<file path="config.mk">
export PLATFORM = sky130hd
export DESIGN_NAME = acfg_regbank
export DESIGN_NICKNAME = d
export VERILOG_FILES = /design/src/rtl/acfg_pkg.sv /design/src/rtl/acfg_stage.sv /design/src/rtl/acfg_decode.sv /design/src/rtl/acfg_regbank.sv
export SDC_FILE = /design/constraint.sdc
export NUM_CORES = 1
export LEC_CHECK = 0
export BUFFER_PORTS_ARGS = -buffer_cell sky130_fd_sc_hd__buf_2
export CORE_UTILIZATION = 51
export CTS_CLUSTER_DIAMETER = 30
export DETAILED_ROUTE_END_ITERATION = 7
export PLACE_DENSITY_LB_ADDON = 0.1
export SLEW_MARGIN = 30
export SYNTH_ARGS = -nofsm -noshare
export SYNTH_HDL_FRONTEND = slang
export SYNTH_SLANG_ARGS = --single-unit
</file>
<file path="constraint.sdc">
create_clock -name clk -period 2.5 [get_ports clk]
set_input_delay 0.5 -clock clk [delete_from_list [all_inputs] [get_ports clk]]
set_output_delay 0.5 -clock clk [all_outputs]
set_load 0.02 [all_outputs]
</file>
<file path="src/rtl/acfg_pkg.sv">
package acfg_pkg;
  localparam int DW = 8;
  localparam int AW = 8;
  localparam int GW = 6;

  localparam logic [AW-1:0] A_ID  = 8'h01;
  localparam logic [AW-1:0] A_PWR = 8'h02;
  localparam logic [AW-1:0] A_CNV = 8'h04;
  localparam logic [AW-1:0] A_CLK = 8'h05;
  localparam logic [AW-1:0] A_PGA = 8'h06;
  localparam logic [AW-1:0] A_GB  = 8'h07;
  localparam logic [AW-1:0] A_GA  = 8'h08;

  localparam logic [3:0] PART_CODE = 4'b1100;

  // Bits that may be written; everything else is reserved.
  localparam logic [DW-1:0] K_PWR  = 8'h8D;
  localparam logic [DW-1:0] K_CNV  = 8'hD7;
  localparam logic [DW-1:0] K_CLK  = 8'h70;
  localparam logic [DW-1:0] K_PGA  = 8'h40;
  localparam logic [DW-1:0] K_GAIN = 8'h3F;

  localparam int B_FREEZE = 7;
  localparam int B_MUTE   = 2;

  typedef enum logic [1:0] {
    SPD_SINGLE = 2'b00,
    SPD_DOUBLE = 2'b01,
    SPD_QUAD   = 2'b10,
    SPD_RSVD   = 2'b11
  } speed_t;

  function automatic logic [DW-1:0] keep_mask(input logic [AW-1:0] a);
    case (a)
      A_PWR:      return K_PWR;
      A_CNV:      return K_CNV;
      A_CLK:      return K_CLK;
      A_PGA:      return K_PGA;
      A_GB, A_GA: return K_GAIN;
      default:    return '0;
    endcase
  endfunction

  function automatic logic speed_bad(input logic [1:0] s);
    return speed_t'(s) == SPD_RSVD;
  endfunction

  function automatic logic div_bad(input logic [2:0] d);
    return d > 3'd4;
  endfunction
endpackage

</file>
<file path="src/rtl/acfg_stage.sv">
module acfg_stage #(
  parameter int W = 6
) (
  input  logic         clk,
  input  logic         rst_n,
  input  logic         hold_next,
  input  logic [W-1:0] stage_next,
  output logic [W-1:0] applied
);
  always_ff @(posedge clk) begin
    if (!rst_n)         applied <= '0;
    else if (!hold_next) applied <= stage_next;
  end

  p_hold_keeps_r5: assert property (@(posedge clk) disable iff (!rst_n)
    hold_next |=> $stable(applied));
  p_release_takes_r6: assert property (@(posedge clk) disable iff (!rst_n)
    !hold_next |=> applied == $past(stage_next));
endmodule

</file>
<file path="src/rtl/acfg_decode.sv">
module acfg_decode
  import acfg_pkg::*;
(
  input  logic [DW-1:0] pwr_q,
  input  logic [DW-1:0] cnv_q,
  input  logic [DW-1:0] clk_q,
  input  logic [DW-1:0] pga_q,
  output logic          mic_pd,
  output logic          adc_pd,
  output logic          dev_pd,
  output logic [1:0]    speed_mode,
  output logic          fmt_i2s,
  output logic          hpf_hold,
  output logic          master_mode,
  output logic [2:0]    clkdiv_sel,
  output logic          preamp_out_en,
  output logic          cfg_invalid
);
  always_comb begin
    mic_pd        = pwr_q[3];
    adc_pd        = pwr_q[2];
    dev_pd        = pwr_q[0];
    speed_mode    = cnv_q[7:6];
    fmt_i2s       = cnv_q[4];
    hpf_hold      = cnv_q[1];
    master_mode   = cnv_q[0];
    clkdiv_sel    = clk_q[6:4];
    preamp_out_en = pga_q[6];
    cfg_invalid   = speed_bad(cnv_q[7:6]) || div_bad(clk_q[6:4]);
  end
endmodule

</file>
<file path="src/rtl/acfg_regbank.sv">
module acfg_regbank
  import acfg_pkg::*;
#(
  parameter logic [3:0] REV_CODE = 4'b0000
) (
  input  logic        clk,
  input  logic        rst_n,
  input  logic [7:0]  addr,
  input  logic [7:0]  wdata,
  input  logic        wr_en,
  input  logic        rd_en,
  output logic [7:0]  rdata,
  output logic        mic_pd,
  output logic        adc_pd,
  output logic        dev_pd,
  output logic [1:0]  speed_mode,
  output logic        fmt_i2s,
  output logic        mute,
  output logic        hpf_hold,
  output logic        master_mode,
  output logic [2:0]  clkdiv_sel,
  output logic        preamp_out_en,
  output logic [5:0]  gain_a,
  output logic [5:0]  gain_b,
  output logic        cfg_invalid
);
  localparam logic [DW-1:0] ID_BYTE   = {PART_CODE, REV_CODE};
  localparam logic [DW-1:0] PWR_RESET = 8'h01;
  localparam int            NCH       = 2;

  logic [DW-1:0] pwr_q, cnv_q, clk_q, pga_q;
  logic [DW-1:0] pwr_d, cnv_d, clk_d, pga_d;
  logic [DW-1:0] gn_q [NCH];
  logic [DW-1:0] gn_d [NCH];
  logic [AW-1:0] gn_addr [NCH];
  logic [GW-1:0] gn_app [NCH];
  logic          freeze_q, freeze_d;
  logic          mapped;
  logic [DW-1:0] rd_mux;

  assign gn_addr[0] = A_GA;
  assign gn_addr[1] = A_GB;

  function automatic logic [DW-1:0] upd(input logic [DW-1:0] cur,
                                        input logic [AW-1:0] here);
    return (wr_en && addr == here) ? (wdata & keep_mask(here)) : cur;
  endfunction

  always_comb begin
    pwr_d = upd(pwr_q, A_PWR);
    cnv_d = upd(cnv_q, A_CNV);
    clk_d = upd(clk_q, A_CLK);
    pga_d = upd(pga_q, A_PGA);
    for (int c = 0; c < NCH; c++) gn_d[c] = upd(gn_q[c], gn_addr[c]);
  end

  assign freeze_q = pwr_q[B_FREEZE];
  assign freeze_d = pwr_d[B_FREEZE];

  always_ff @(posedge clk) begin
    if (!rst_n) begin
      pwr_q <= PWR_RESET;
      cnv_q <= '0;
      clk_q <= '0;
      pga_q <= '0;
      for (int c = 0; c < NCH; c++) gn_q[c] <= '0;
    end else begin
      pwr_q <= pwr_d;
      cnv_q <= cnv_d;
      clk_q <= clk_d;
      pga_q <= pga_d;
      for (int c = 0; c < NCH; c++) gn_q[c] <= gn_d[c];
    end
  end

  // Staged (freeze-able) fields.
  acfg_stage #(.W(1)) i_mute_stage (
    .clk(clk), .rst_n(rst_n), .hold_next(freeze_d),
    .stage_next(cnv_d[B_MUTE]), .applied(mute)
  );

  for (genvar c = 0; c < NCH; c++) begin : g_gain
    acfg_stage #(.W(GW)) i_gain_stage (
      .clk(clk), .rst_n(rst_n), .hold_next(freeze_d),
      .stage_next(gn_d[c][GW-1:0]), .applied(gn_app[c])
    );
  end

  assign gain_a = gn_app[0];
  assign gain_b = gn_app[1];

  acfg_decode i_decode (
    .pwr_q(pwr_q), .cnv_q(cnv_q), .clk_q(clk_q), .pga_q(pga_q),
    .mic_pd(mic_pd), .adc_pd(adc_pd), .dev_pd(dev_pd),
    .speed_mode(speed_mode), .fmt_i2s(fmt_i2s), .hpf_hold(hpf_hold),
    .master_mode(master_mode), .clkdiv_sel(clkdiv_sel),
    .preamp_out_en(preamp_out_en), .cfg_invalid(cfg_invalid)
  );

  // Read path: current contents, registered on the read strobe.
  always_comb begin
    mapped = 1'b1;
    case (addr)
      A_ID:  rd_mux = ID_BYTE;
      A_PWR: rd_mux = pwr_q;
      A_CNV: rd_mux = cnv_q;
      A_CLK: rd_mux = clk_q;
      A_PGA: rd_mux = pga_q;
      A_GA:  rd_mux = gn_q[0];
      A_GB:  rd_mux = gn_q[1];
      default: begin
        rd_mux = '0;
        mapped = 1'b0;
      end
    endcase
  end

  always_ff @(posedge clk) begin
    if (!rst_n)     rdata <= '0;
    else if (rd_en) rdata <= rd_mux;
  end

  p_id_read_r1: assert property (@(posedge clk) disable iff (!rst_n)
    (rd_en && addr == A_ID) |=> rdata == ID_BYTE);
  p_reset_pd_r3: assert property (@(posedge clk) disable iff (!rst_n)
    $rose(rst_n) |-> (dev_pd && !mute && gain_a == '0 && gain_b == '0));
  p_frozen_gain_r5: assert property (@(posedge clk) disable iff (!rst_n)
    freeze_q |-> ($stable(gain_a) && $stable(gain_b) && $stable(mute)));
  p_unfrozen_match_r6: assert property (@(posedge clk) disable iff (!rst_n)
    !freeze_q |-> (gain_a == gn_q[0][GW-1:0] && gain_b == gn_q[1][GW-1:0]
                   && mute == cnv_q[B_MUTE]));
  p_invalid_flag_r10: assert property (@(posedge clk) disable iff (!rst_n)
    cfg_invalid == (speed_mode == 2'b11 || clkdiv_sel >= 3'd5));
  p_unmapped_zero_r11: assert property (@(posedge clk) disable iff (!rst_n)
    (rd_en && !mapped) |=> rdata == '0);
  p_rdata_hold_r12: assert property (@(posedge clk) disable iff (!rst_n)
    !rd_en |=> $stable(rdata));
endmodule

</file>
==> flow_summary.toml <==
[status]
status = "finished, final reports clean"

[clock_network]
cts_setup_buffers = 0
clk_pin_slew_ps = 80
cts-hold-fix-buffers = 0
cts.sinks = 47
cts_tree = "yes"
cts-root-buf = "clkbuf_8"
clkLatencyLatePin_ps = 300
cts-resized-gates = 0
max-clock-path-buffers = 2
cts_max_level = 2
cts_buffers = 5

[sta]
max_freq_ghz = 0.5369
setup_tns_ps = 0
final_max_slew_viol_count = 0
rsz0062_at_grt = "no"
setup_violations = 0
min_period_ps = 1862
fin_crit_sh_pct = 74.50
hold_violations = 0
worst_pin_slew_ps = 588.0
skew_ps = 4.154
slew_headroom_pct = 60.25

[placement]
dp.final_hpwl_um = 3459
gp_congestion = 0.8488
place.port_buffers = 53

[die]
ios = 54
fp.coreArea_mm2 = 0.003716
fp-row-count = 22
die-area_mm2 = 0.004207
die_w_um = 64.87
initial_core_util_pct = 54.24
die_h_um = 64.87

[grt]
met3_usage_pct = 5.810
grtUsageTotal_pct = 26.10
antenna_found_initial = 0
overflow = 0
grtUsageMet2_pct = 39.84
grt_pass1_wl_um = 8280
grt_max_degree = 39
met1_usage_pct = 33.73
grt_pass1_vias = 1729
busiest_layer = "met2"

[logic_synthesis]
syn-cell-area_mm2 = 0.002016
synth_edf_count = 0
ys_seq_elements = 47
ys_async_sr_fraction_pct = 0
ys_seq_area_share_pct = 46.68
ys_dominant_reg_cell = "dfxtp_1"
synth_cells = 211
syn_nets = 231
yosysWarnings = 0
synth_cell_types = 41
synth_area_per_cell_um2 = 9.553

[cells_and_area]
syn_to_final_growth_pct = 22.97
fillers = 342
drive_gt1_share_pct = 29.59
layout_common_cells = "buf_2, dfxtp_1, nor2_1, mux2i_1, a21oi_1"
nNetsFinal = 286
final_common_cell = "buf_2"
antenna_cells = 0

[setup_path]
ff2ff_path_depth = 5
r2r_start = "pwr_q[7]$_SDFF_PN0_"
r2r_end = "g_gain[1].i_gain_stage.applied[1]$_SDFFE_PN0N_"
crit_arrival_ps = 2040
cp.required_ps = 2680
cpMaxStageDelayCell = "or4_4"
crit_type = "in -> reg"
slowest_delay_ps = 570
cp_max_fo = 4
critPathLaunchType = "input pin"
worst-path-buf-inv = 2
crit_chain = "buf_2, or4_4, nor4_4, buf_4, mux2i_1, nor2_1"
crit_family = "simple AND/OR/NAND/NOR gates"
r2r_setup_slack_ps = 1270
end_kind = "register"

[routing]
drt_pre_antenna_iters = 6
wl_um = 5068
vias_per_cell = 5.683
routedWlPerCell_um = 16.09
num_vias = 1790
drc = 0
drt_iter0_markers = 215
ant_nets = 0

[power_and_ir_drop]
power_frac_comb_pct = 5.4
power_density_mw_per_mm2 = 597.5
p_leak_uw = 0.001155
clkPwrFrac_pct = 44.0
ir_drop_v = 0.0004631
power_frac_seq_pct = 50.6
swShare_pct = 20.63
internal_power_uw = 1176
total_power_uw = 1481
switchingPower_uw = 305.5

[job]
maxCapViolations = 0

[worst_hold_path]
whs_path_depth = 2
hold_start = "rst_n"
holdPathEnd = "pwr_q[0]$_SDFFE_PN1P_"
hold_path_class = "in -> reg"
-- metal layers --
metal	vias up	share of wire (%)
li1	868	-
met3	10	5.7
met2	74	45
met4	0	2.5
met1	838	47
met5	-	0
-- power groups by stage --
stage / logic (uW) / registers [uW] / clock network [uW]
floorplan: 40.3 / 768 / 0
global placement: 77.2 / 767 / 0
detailed placement: 77.6 / 767 / 0
CTS: 79.7 / 749 / 660
global route: 86.8 / 750 / 692
finish: 80.6 / 749 / 651
-- per-stage QoR --
stage | instances | utilization [%] | cell area (um^2) | setup WS [ps] | hold WS [ps]
after global placement | 307 | 63.13 | 2346 | 374.5 | 447.3
after global routing | 315 | 66.70 | 2479 | 589.1 | 395.7
after CTS | 315 | 66.70 | 2479 | 646.1 | 392.0
after floorplan | 211 | - | 2016 | 485.2 | 476.2
final | 315 | 66.70 | 2479 | 637.6 | 395.1
after detailed placement | 307 | 63.13 | 2346 | 337.1 | 456.0
-- cell type report --
type | count | area [um^2] | area share (%)
multi-input cells | 143 | 978.4 | 39.47
flip-flops and latches | 47 | 940.9 | 37.96
repair buffers | 64 | 347.8 | 14.03
clock buffers | 6 | 72.57 | 2.928
clock inverters | 2 | 60.06 | 2.423
well taps | 48 | 60.06 | 2.423
inverters | 5 | 18.77 | 0.7572
-- synthesized netlist by cell type (3+ instances only) --
| cell type | instances | area (um^2) |
|---|---|---|
| dfxtp_1 | 47 | 940.9 |
| nor2_1 | 26 | 97.59 |
| mux2i_1 | 25 | 250.2 |
| a21oi_1 | 15 | 75.07 |
| a211oi_1 | 12 | 90.09 |
| nand2_1 | 12 | 45.04 |
| clkbuf_1 | 9 | 33.78 |
| a22o_1 | 6 | 52.55 |
| o21ai_0 | 6 | 30.03 |
| inv_1 | 5 | 18.77 |
| nor2b_1 | 5 | 31.28 |
| a22oi_1 | 4 | 30.03 |
| nand3_1 | 3 | 15.01 |
-- kinds of logic after synthesis --
family | Yosys count | share of synthesized area, %
compound gates | 53 | 18.56
buf+inv | 21 | 4.779
flops | 47 | 46.68
mux | 26 | 12.97
simple gates | 64 | 17.01
-- state kept, by name, summed over array words and instances, names as in the netlist --
| register | cells |
|---|---|
| pga_q | 1 |
| rdata | 8 |
| g_gain.i_gain_stage.applied | 12 |
| pwr_q | 4 |
| clk_q | 3 |
| i_mute_stage.applied | 1 |
| cnv_q | 6 |
| gn_q | 12 |
-- worst max-delay path by stage --
stage / to / depth (start not counted) / from / slack (ps)
6_report: cnv_q[7]$_SDFFE_PN0P_ / 6 / addr[5] / 640
5_1_grt: cnv_q[7]$_SDFFE_PN0P_ / 6 / addr[5] / 590
4_1_cts: cnv_q[7]$_SDFFE_PN0P_ / 6 / addr[5] / 650
3_5_place_dp: cnv_q[7]$_SDFFE_PN0P_ / 6 / addr[5] / 340
3_3_place_gp: cnv_q[4]$_SDFFE_PN0P_ / 6 / addr[5] / 370
2_1_floorplan: clk_q[4]$_SDFFE_PN0P_ / 4 / addr[5] / 490
(Power assumes the default switching activity.)
